## src/rtl/pma_pkg.sv

```systemverilog
package pma_pkg;
   localparam logic [1:0] CHG_OFF  = 2'b00;
   localparam logic [1:0] CHG_LOW  = 2'b01;
   localparam logic [1:0] CHG_HIGH = 2'b10;
endpackage

```

## src/rtl/pma_lb_sync.sv

```systemverilog
module pma_lb_sync #(
   parameter int STAGES = 2
) (
   input  logic clk,
   input  logic rst_n,
   input  logic d_i,
   output logic q_o
);
   initial assert (STAGES >= 2) else $error("pma_lb_sync: STAGES must be at least 2");

   logic [STAGES-1:0] st;

   always_ff @(posedge clk or negedge rst_n) begin
      if (!rst_n) st <= '0;
      else        st <= {st[STAGES-2:0], d_i};
   end

   assign q_o = st[STAGES-1];


   lb_edge_only_chk: assert property (@(posedge clk) disable iff (!rst_n)
      $rose(q_o) |-> $past(st[STAGES-2]));
endmodule

```

## src/rtl/pma_vout_map.sv

```systemverilog
module pma_vout_map #(
   parameter int IN_W       = 6,
   parameter int OUT_W      = 5,
   parameter int CLAMP_CODE = 16
) (
   input  logic [IN_W-1:0]  code_i,
   output logic [OUT_W-1:0] code_o,
   output logic             clamp_o
);
   initial assert (IN_W >= 1 && OUT_W >= 1 && CLAMP_CODE < (1 << OUT_W))
      else $error("pma_vout_map: bad width or clamp code");

   localparam logic [OUT_W-1:0] CLAMP_V = OUT_W'(CLAMP_CODE);

   generate
      if (IN_W > OUT_W) begin : g_sat
         logic over;
         assign over   = |code_i[IN_W-1:OUT_W];
         assign code_o = over ? {OUT_W{1'b1}} : code_i[OUT_W-1:0];
      end else begin : g_pass
         assign code_o = OUT_W'(code_i);
      end
   endgenerate

   assign clamp_o = (code_o >= CLAMP_V);
endmodule

```

## src/rtl/pma_backup_arb.sv

```systemverilog
module pma_backup_arb
   import pma_pkg::*;
(
   input  logic       cmd_i,
   input  logic       auto_i,
   input  logic       lowbat_i,
   input  logic       kill_i,
   input  logic       chg_hi_i,
   input  logic       chg_lo_i,
   output logic       bk_o,
   output logic       conv_o,
   output logic [1:0] chg_o
);
   always_comb begin
      bk_o   = !kill_i && (cmd_i || (auto_i && lowbat_i));
      conv_o = !bk_o;
      if (bk_o || kill_i) chg_o = CHG_OFF;
      else if (chg_hi_i)  chg_o = CHG_HIGH;
      else if (chg_lo_i)  chg_o = CHG_LOW;
      else                chg_o = CHG_OFF;
   end
endmodule

```

## src/rtl/pwr_mode_arb.sv

```systemverilog
module pwr_mode_arb
   import pma_pkg::*;
#(
   parameter int VSEL_W      = 6,
   parameter int VOUT_W      = 5,
   parameter int DAC_W       = 7,
   parameter int CLAMP_CODE  = 16,
   parameter int RST_VCODE   = 12,
   parameter int SYNC_STAGES = 2
) (
   input  logic              clk,
   input  logic              rst_n,
   input  logic              rsd_n,
   input  logic              run_pin,
   input  logic              tone_in,
   input  logic              lowbat_i,
   input  logic              reg_run,
   input  logic              reg_drv1,
   input  logic              reg_drv2,
   input  logic              reg_chg_hi,
   input  logic              reg_chg_lo,
   input  logic              reg_bkup,
   input  logic              reg_auto_bkup,
   input  logic [VSEL_W-1:0] reg_vsel,
   input  logic [DAC_W-1:0]  reg_dac,
   output logic              run_mode,
   output logic              pwm_en,
   output logic              conv_en,
   output logic [1:0]        chg_sel,
   output logic              backup_en,
   output logic              drv1_on,
   output logic              drv2_on,
   output logic              clamp_en,
   output logic              sense_en,
   output logic [VOUT_W-1:0] vout_code
);
   initial assert (RST_VCODE < (1 << VOUT_W) && DAC_W >= 1)
      else $error("pwr_mode_arb: reset code does not fit");

   localparam logic [VOUT_W-1:0] RST_V     = VOUT_W'(RST_VCODE);
   localparam logic [VOUT_W-1:0] CLAMP_V   = VOUT_W'(CLAMP_CODE);
   localparam logic              RST_CLAMP = (RST_VCODE >= CLAMP_CODE);

   logic              evt;
   logic              lowbat_s;
   logic [VOUT_W-1:0] vmap;
   logic              vclamp;

   assign evt = !rsd_n;

   pma_lb_sync #(.STAGES(SYNC_STAGES)) u_sync (
      .clk   (clk),
      .rst_n (rst_n),
      .d_i   (lowbat_i),
      .q_o   (lowbat_s)
   );

   pma_vout_map #(.IN_W(VSEL_W), .OUT_W(VOUT_W), .CLAMP_CODE(CLAMP_CODE)) u_vmap (
      .code_i  (reg_vsel),
      .code_o  (vmap),
      .clamp_o (vclamp)
   );

   pma_backup_arb u_bk (
      .cmd_i    (reg_bkup),
      .auto_i   (reg_auto_bkup),
      .lowbat_i (lowbat_s),
      .kill_i   (evt),
      .chg_hi_i (reg_chg_hi),
      .chg_lo_i (reg_chg_lo),
      .bk_o     (backup_en),
      .conv_o   (conv_en),
      .chg_o    (chg_sel)
   );

   always_comb begin
      run_mode  = !evt && (run_pin || reg_run);
      pwm_en    = run_mode && conv_en;
      drv1_on   = !evt && reg_drv1;
      drv2_on   = !evt && reg_drv2 && tone_in;
      sense_en  = !evt && (|reg_dac);
      vout_code = evt ? RST_V : vmap;
      clamp_en  = evt ? RST_CLAMP : vclamp;
   end


   coast_pwm_chk: assert property (@(posedge clk) disable iff (!rst_n)
      !run_mode |-> !pwm_en);


   backup_excl_chk: assert property (@(posedge clk) disable iff (!rst_n)
      backup_en |-> (!conv_en && chg_sel == CHG_OFF && !pwm_en));


   chg_code_chk: assert property (@(posedge clk) disable iff (!rst_n)
      $onehot0(chg_sel));


   drv2_gate_chk: assert property (@(posedge clk) disable iff (!rst_n)
      drv2_on |-> (tone_in && reg_drv2));


   clamp_range_chk: assert property (@(posedge clk) disable iff (!rst_n)
      clamp_en |-> (vout_code >= CLAMP_V));


   rsd_safe_chk: assert property (@(posedge clk) disable iff (!rst_n)
      !rsd_n |-> (conv_en && !backup_en && !run_mode && vout_code == RST_V));
endmodule

```

## config.mk

```make
export PLATFORM = sky130hd
export DESIGN_NAME = pwr_mode_arb
export DESIGN_NICKNAME = d
export VERILOG_FILES = /design/src/rtl/pma_pkg.sv /design/src/rtl/pma_lb_sync.sv /design/src/rtl/pma_vout_map.sv /design/src/rtl/pma_backup_arb.sv /design/src/rtl/pwr_mode_arb.sv
export SDC_FILE = /design/constraint.sdc
export NUM_CORES = 1
export LEC_CHECK = 0
export ABC_AREA = 1
export BUFFER_PORTS_ARGS = -buffer_cell sky130_fd_sc_hd__buf_2
export CAP_MARGIN = 25
export CORE_AREA = 2 2 39 41
export CTS_BUF_LIST = sky130_fd_sc_hd__clkbuf_2 sky130_fd_sc_hd__clkbuf_4 sky130_fd_sc_hd__clkbuf_8
export CTS_CLUSTER_DIAMETER = 80
export DETAILED_ROUTE_END_ITERATION = 10
export DIE_AREA = 0 0 41 43
export SYNTH_ARGS = -nofsm -noshare
export SYNTH_HDL_FRONTEND = slang
export SYNTH_HIERARCHICAL = 1
export SYNTH_SLANG_ARGS = --single-unit
export TNS_END_PERCENT = 30
```

## constraint.sdc

```tcl
create_clock -name clk -period 2.55 [get_ports clk]
set_input_delay 0.765 -clock clk [delete_from_list [all_inputs] [get_ports clk]]
set_output_delay 0.765 -clock clk [all_outputs]
set_load 0.03 [all_outputs]
```

==> run summary, run 1 <==
Clock tree sinks - 2
Top cell type's share of synthesized area - 21.6%
Leak Pwr - 0.362 nW
Slew of the pin with the lowest slew margin - 169 ps
Number of vias per cell - 3.88
Io pins - 41
Crit path DAT - 1500 ps
Post-layout power - 0.182 mW
DRT Pass-1 Iters - 1
Status - finished clean
Startpoint types - input port
Routed Antenna Nets - 0
Fraction of registers with async set/reset - 100%
Peak supply drop - 0.233 mV
Slew headroom - 88.7%
Number of global-route vias before repair - 362
Non-filler instance count after layout - 108
CTS resizes - 0
Post-detail-place hpwl - 647 um
Critical path class - input port to output port
Clock Power Share - 36.9%
Antenna fix cells - 0
Gr ovfl total - 0
Ys flop type - dfrtp_1
Hold Vio Cnt, Final - 0
Required time of the critical path - 1790 ps
EDFF count, synth - 0
Met2 usage - 16.9%
Seq. cell area - 50.0 sq um
Die X - 41 um
Max Root-Sink Buffers - 2
Met1 Resource Use GR - 9.32%
Drt total wl - 712 um
Final Max Tran Viols - 0
Multi-input logic area - 139 sq um
TritonCTS clock tree - built
Most common library cells after synthesis - 15 x nand2_1, 13 x inv_1, 9 x nor2_1
Setup violations, final - 0
MaxCap Viol Count - 0
Most numerous cell in the Yosys netlist - nand2_1
Clock latency on the worst-skew pair - 220 ps
Largest Register - u_sync/st
Grt met3 use - 1.57%
Worst Skew - 1.44 ps
Combinational group share of total power - 44.4%
Fin nets - 120
Gr usage total - 9.54%
Final worst path period need - 2260 ps
Flops & latches, synth - 2
Placed cell count - 105
Port bufs - 40
DRC - 0
First-pass GRT wire length - 1170 um
Syn Inst Count - 50
Cts hold-fix bufs - 0
Initial core utilization - 18.8%
RSZ-0062 raised after global routing - false
Sequential area share after synthesis - 19.2%
Switch Pwr - 0.0657 mW
Filler cells - 154
Largest net degree at the start of global routing - 8
Mapped Area - 260 sq um
Dominant cell type by area after synthesis - nand2_1
TritonCTS Buffers - 3
Syn_nets - 76
Worst setup EP type - output port
GRT busiest layer - met2
Reg power frac - 18.7%
Pre-CTS WS - 280 ps
Synth warn - 6
Layout cell share with drive strength beyond 1 - 55.4%
WL/cell - 6.59 um
Crit-path max FO - 7
Hold Crit Class - input port to async pin
H-Tree Depth - 1
Synth area leaders - nand2_1 22%, dfrtp_1 19%, inv_1 19%, nor2_1 13%, inv_2 5.8%
FMAX - 0.442 GHz
Max reg flops - 2
DR vias - 419
Total setup buffers inserted after CTS - 0
Height of the die - 43 um
Power density over the cells - 367 nW/um^2
DRT iter0 DRCs - 0
Placer Congestion - 0.617
Syn Area/Cell - 5.21 sq um
Core area - 1380 sq um
Worst-path clk slew - 30 ps
Root buf cell - clkbuf_4
Internal power - 0.116 mW
Initial antenna violation count - 0
Switching Share - 36.1%
Synth cell types - 11
Area growth syn-to-layout - 90.4%
Setup WS post-layout - 289 ps
TNS Setup - 0 ps
Final Cycle Share - 88.7%
DIE AREA - 1760 sq um
Rows - 14
Biggest regs - u_sync/st (2)
[metrics by stage]
| stage | utilization, % | cell area, sq um | hold slack [ps] |
|---|---|---|---|
| after global placement | 34.2 | 473 | 341 |
| final | 35.8 | 495 | 325 |
| after CTS | 35.8 | 495 | 317 |
| after global routing | 35.8 | 495 | 316 |
| after detailed placement | 34.2 | 473 | 346 |
| after floorplan | - | 260 | 331 |
[cell families (layout without fill, tap and decap cells)]
group         Yosys count  after routing  share of synthesized area [%]
simple gates           30             30                           53.4
flops                   2              2                           19.2
buf+inv                18             60                           27.4
[critical path: stages]
cell and delay [ps]:
buf_2 140, inv_2 110, inv_2 60, nand2_2 80
nor3b_2 140, buf_2 210
[power by group through the flow]
stage	Clock [mW]	Sequential, mW	Combinational [mW]
final	0.0671	0.0340	0.0806
after global routing	0.0754	0.0341	0.0893
after CTS	0.0716	0.0340	0.0819
after detailed placement	0	0.0343	0.0817
after global placement	0	0.0343	0.0808
after floorplan	0	0.0342	0.0490
[routing by layer]
| metal | share of wire (%) | routed length (um) |
|---|---|---|
| met1 | 36 | 254 |
| met4 | 0 | 0 |
| met2 | 52 | 372 |
| met3 | 12 | 85 |
| met5 | 0 | 0 |
[path summary, 6_finish.rpt]
path                         startpoint      endpoint  slack (ps)  cells after the start
setup / recovery                  rsd_n        pwm_en         290                      6
hold / removal                    rst_n  u_sync/st[1]         320                      1
setup reg to reg           u_sync/st[0]  u_sync/st[1]        2090                      0
hold reg to reg            u_sync/st[0]  u_sync/st[1]         350                      0
max in group asynchronous         rst_n  u_sync/st[0]        2130                      1
min in group clk           u_sync/st[0]  u_sync/st[1]         350                      0
[cell usage in the layout (no fill, tap or decap), drive strengths merged]
cell type  count
or2            2
and3           1
nand3          1
clkbuf         3
nand2         16
nor2           9
dfrtp          2
nor3b          1
inv           17
buf           40
[final cells by class]
cell class                 count  share of cell area (%)
clock buffer                   3                    4.55
timing repair buffer          40                    40.4
sequential                     2                    10.1
multi-input combinational     30                    28.0
inverter                      17                    12.9
tap                           16                    4.04
(Power assumes the default switching activity.)
==> inputs of run 2 (changes only) <==
--- a/config.mk
+++ b/config.mk
@@ -6,13 +6,13 @@
 export NUM_CORES = 1
 export LEC_CHECK = 0
 export ABC_AREA = 1
-export BUFFER_PORTS_ARGS = -buffer_cell sky130_fd_sc_hd__buf_2
 export CAP_MARGIN = 25
 export CORE_AREA = 2 2 39 41
 export CTS_BUF_LIST = sky130_fd_sc_hd__clkbuf_2 sky130_fd_sc_hd__clkbuf_4 sky130_fd_sc_hd__clkbuf_8
 export CTS_CLUSTER_DIAMETER = 80
 export DETAILED_ROUTE_END_ITERATION = 10
 export DIE_AREA = 0 0 41 43
+export DONT_BUFFER_PORTS = 1
 export SYNTH_ARGS = -nofsm -noshare
 export SYNTH_HDL_FRONTEND = slang
 export SYNTH_HIERARCHICAL = 1
==> run summary, run 2 (same netlist as run 1, synthesis figures left out) <==
Status - finished clean (unchanged)
Height of the die - 43 um (unchanged)
Routed Antenna Nets - 0 (unchanged)
WL/cell - 8.54 um (was 6.59 um)
Hold Crit Class - input port to async pin (unchanged)
Clock latency on the worst-skew pair - 220 ps (about the same)
Crit-path max FO - 1 (was 7)
Largest net degree at the start of global routing - 8 (unchanged)
Required time of the critical path - 1790 ps (about the same)
Initial core utilization - 18.8% (unchanged)
R2R cell count - 0 (unchanged)
FMAX - 0.484 GHz (was 0.442 GHz)
TritonCTS Buffers - 3 (unchanged)
Leak Pwr - 0.220 nW (was 0.362 nW)
Initial antenna violation count - 0 (unchanged)
Final Cycle Share - 81.0% (was 88.7%)
Number of vias per cell - 4.32 (was 3.88)
Post-detail-place hpwl - 542 um (was 647 um)
Die X - 41 um (unchanged)
MaxCap Viol Count - 0 (unchanged)
Internal power - 0.0988 mW (was 0.116 mW)
Number of global-route vias before repair - 261 (was 362)
Layout cell share with drive strength beyond 1 - 26.8% (was 55.4%)
Critical path class - input port to output port (unchanged)
Slew of the pin with the lowest slew margin - 544 ps (was 169 ps)
Core area - 1380 sq um (unchanged)
Placer Congestion - 0.589 (was 0.617)
Switch Pwr - 0.0596 mW (was 0.0657 mW)
DIE AREA - 1760 sq um (unchanged)
Clock tree sinks - 2 (unchanged)
Worst setup EP type - output port (unchanged)
Fin nets - 84 (was 120)
Commonest non-fill, non-tap cell in the layout - nand2_1 (was buf_2)
Cts hold-fix bufs - 0 (unchanged)
Post-Route Utilization - 23.5% (was 35.8%)
Reg power frac - 21.5% (was 18.7%)
Total setup buffers inserted after CTS - 0 (unchanged)
Peak supply drop - 0.226 mV (was 0.233 mV)
Max reg flops - 2 (unchanged)
DRC - 0 (unchanged)
RSZ-0062 raised after global routing - false (unchanged)
Placed instance area - 303 sq um (was 473 sq um)
Power density over the cells - 487 nW/um^2 (was 367 nW/um^2)
Final worst path period need - 2070 ps (was 2260 ps)
Gr ovfl total - 0 (unchanged)
Cell area after layout - 325 sq um (was 495 sq um)
Port bufs - 0 (was 40)
Largest Register - u_sync/st (unchanged)
H-Tree Depth - 1 (unchanged)
Crit path DAT - 1300 ps (was 1500 ps)
Drt total wl - 615 um (was 712 um)
Worst Skew - 2.41 ps (was 1.44 ps)
Startpoint types - input port (unchanged)
Rows - 14 (unchanged)
First-pass GRT wire length - 848 um (was 1170 um)
Switching Share - 37.6% (was 36.1%)
Hold Vio Cnt, Final - 0 (unchanged)
Io pins - 41 (unchanged)
Root buf cell - clkbuf_4 (unchanged)
Max Root-Sink Buffers - 2 (unchanged)
DR vias - 311 (was 419)
Most frequent cells in the layout - 15 x nand2_1, 13 x inv_1, 9 x nor2_1 (was 40 x buf_2, 15 x nand2_1, 13 x inv_1)
Gr usage total - 7.03% (was 9.54%)
Area growth syn-to-layout - 25.0% (was 90.4%)
Slew headroom - 63.6% (was 88.7%)
TNS Setup - 0 ps (unchanged)
Worst-path clk slew - 30 ps (about the same)
Clock Power Share - 43.7% (was 36.9%)
Setup violations, final - 0 (unchanged)
DRT iter0 DRCs - 2 (was 0)
TritonCTS clock tree - built (unchanged)
Biggest regs - u_sync/st (2) (unchanged)
CTS resizes - 0 (unchanged)
DRT Pass-1 Iters - 2 (was 1)
Final Max Tran Viols - 0 (unchanged)
Combinational group share of total power - 34.9% (was 44.4%)
Antenna fix cells - 0 (unchanged)
-- run 2: changes by cell type in the layout (fill, tap and decap cells not counted) --
cell   change
buf_2     -40
buf_4      +4
-- run 2: area by class of cell --
| type | instances | area, sq um |
|---|---|---|
| Clock buffer | 3 | 22.5 |
| Timing Repair Buffer | 4 | 30.0 |
| Sequential cell | 2 | 50.0 |
| Multi-Input combinational cell | 30 | 139 |
| Inverter | 17 | 63.8 |
| Fill cell | 153 | 1060 |
| Tap cell | 16 | 20.0 |
-- run 2: worst paths after layout --
check	startpoint	end	slack (ps)
max in group asynchronous	rst_n	u_sync/st[0]	2240
worst max register to register	u_sync/st[0]	u_sync/st[1]	2080
worst min register to register	u_sync/st[0]	u_sync/st[1]	350
worst min-delay path	rst_n	u_sync/st[1]	240
min in group clk	u_sync/st[0]	u_sync/st[1]	350
worst max-delay path	reg_dac[3]	sense_en	480
-- run 2: worst max-delay path, stage by stage --
cell     delay (ps)
nor2_1           30
nand2_1          60
nor2_1           40
nor2_1          420
-- run 2: per-layer routing --
metal | vias to the layer above | wire, um | track usage, %
li1 | 150 | - | -
met1 | 137 | 202 | 4.50
met2 | 24 | 354 | 14.7
met3 | 0 | 58 | 0
met4 | 0 | 0 | 6.00
met5 | - | 0 | 0
-- run 2: stage by stage --
step	hold slack (ps)	power, mW	cells	setup WS [ps]
floorplan	331	0.0832	50	233
global placement	344	0.0898	69	494
detailed placement	348	0.0903	69	478
CTS	230	0.164	72	479
global route	229	0.168	72	449
finish	239	0.158	72	484
-- run 2: power groups by stage --
stage	logic [mW]	clock network (mW)	registers, mW
floorplan	0.0490	0	0.0342
global placement	0.0555	0	0.0343
detailed placement	0.0560	0	0.0344
CTS	0.0561	0.0738	0.0340
global route	0.0601	0.0737	0.0341
finish	0.0552	0.0692	0.0340
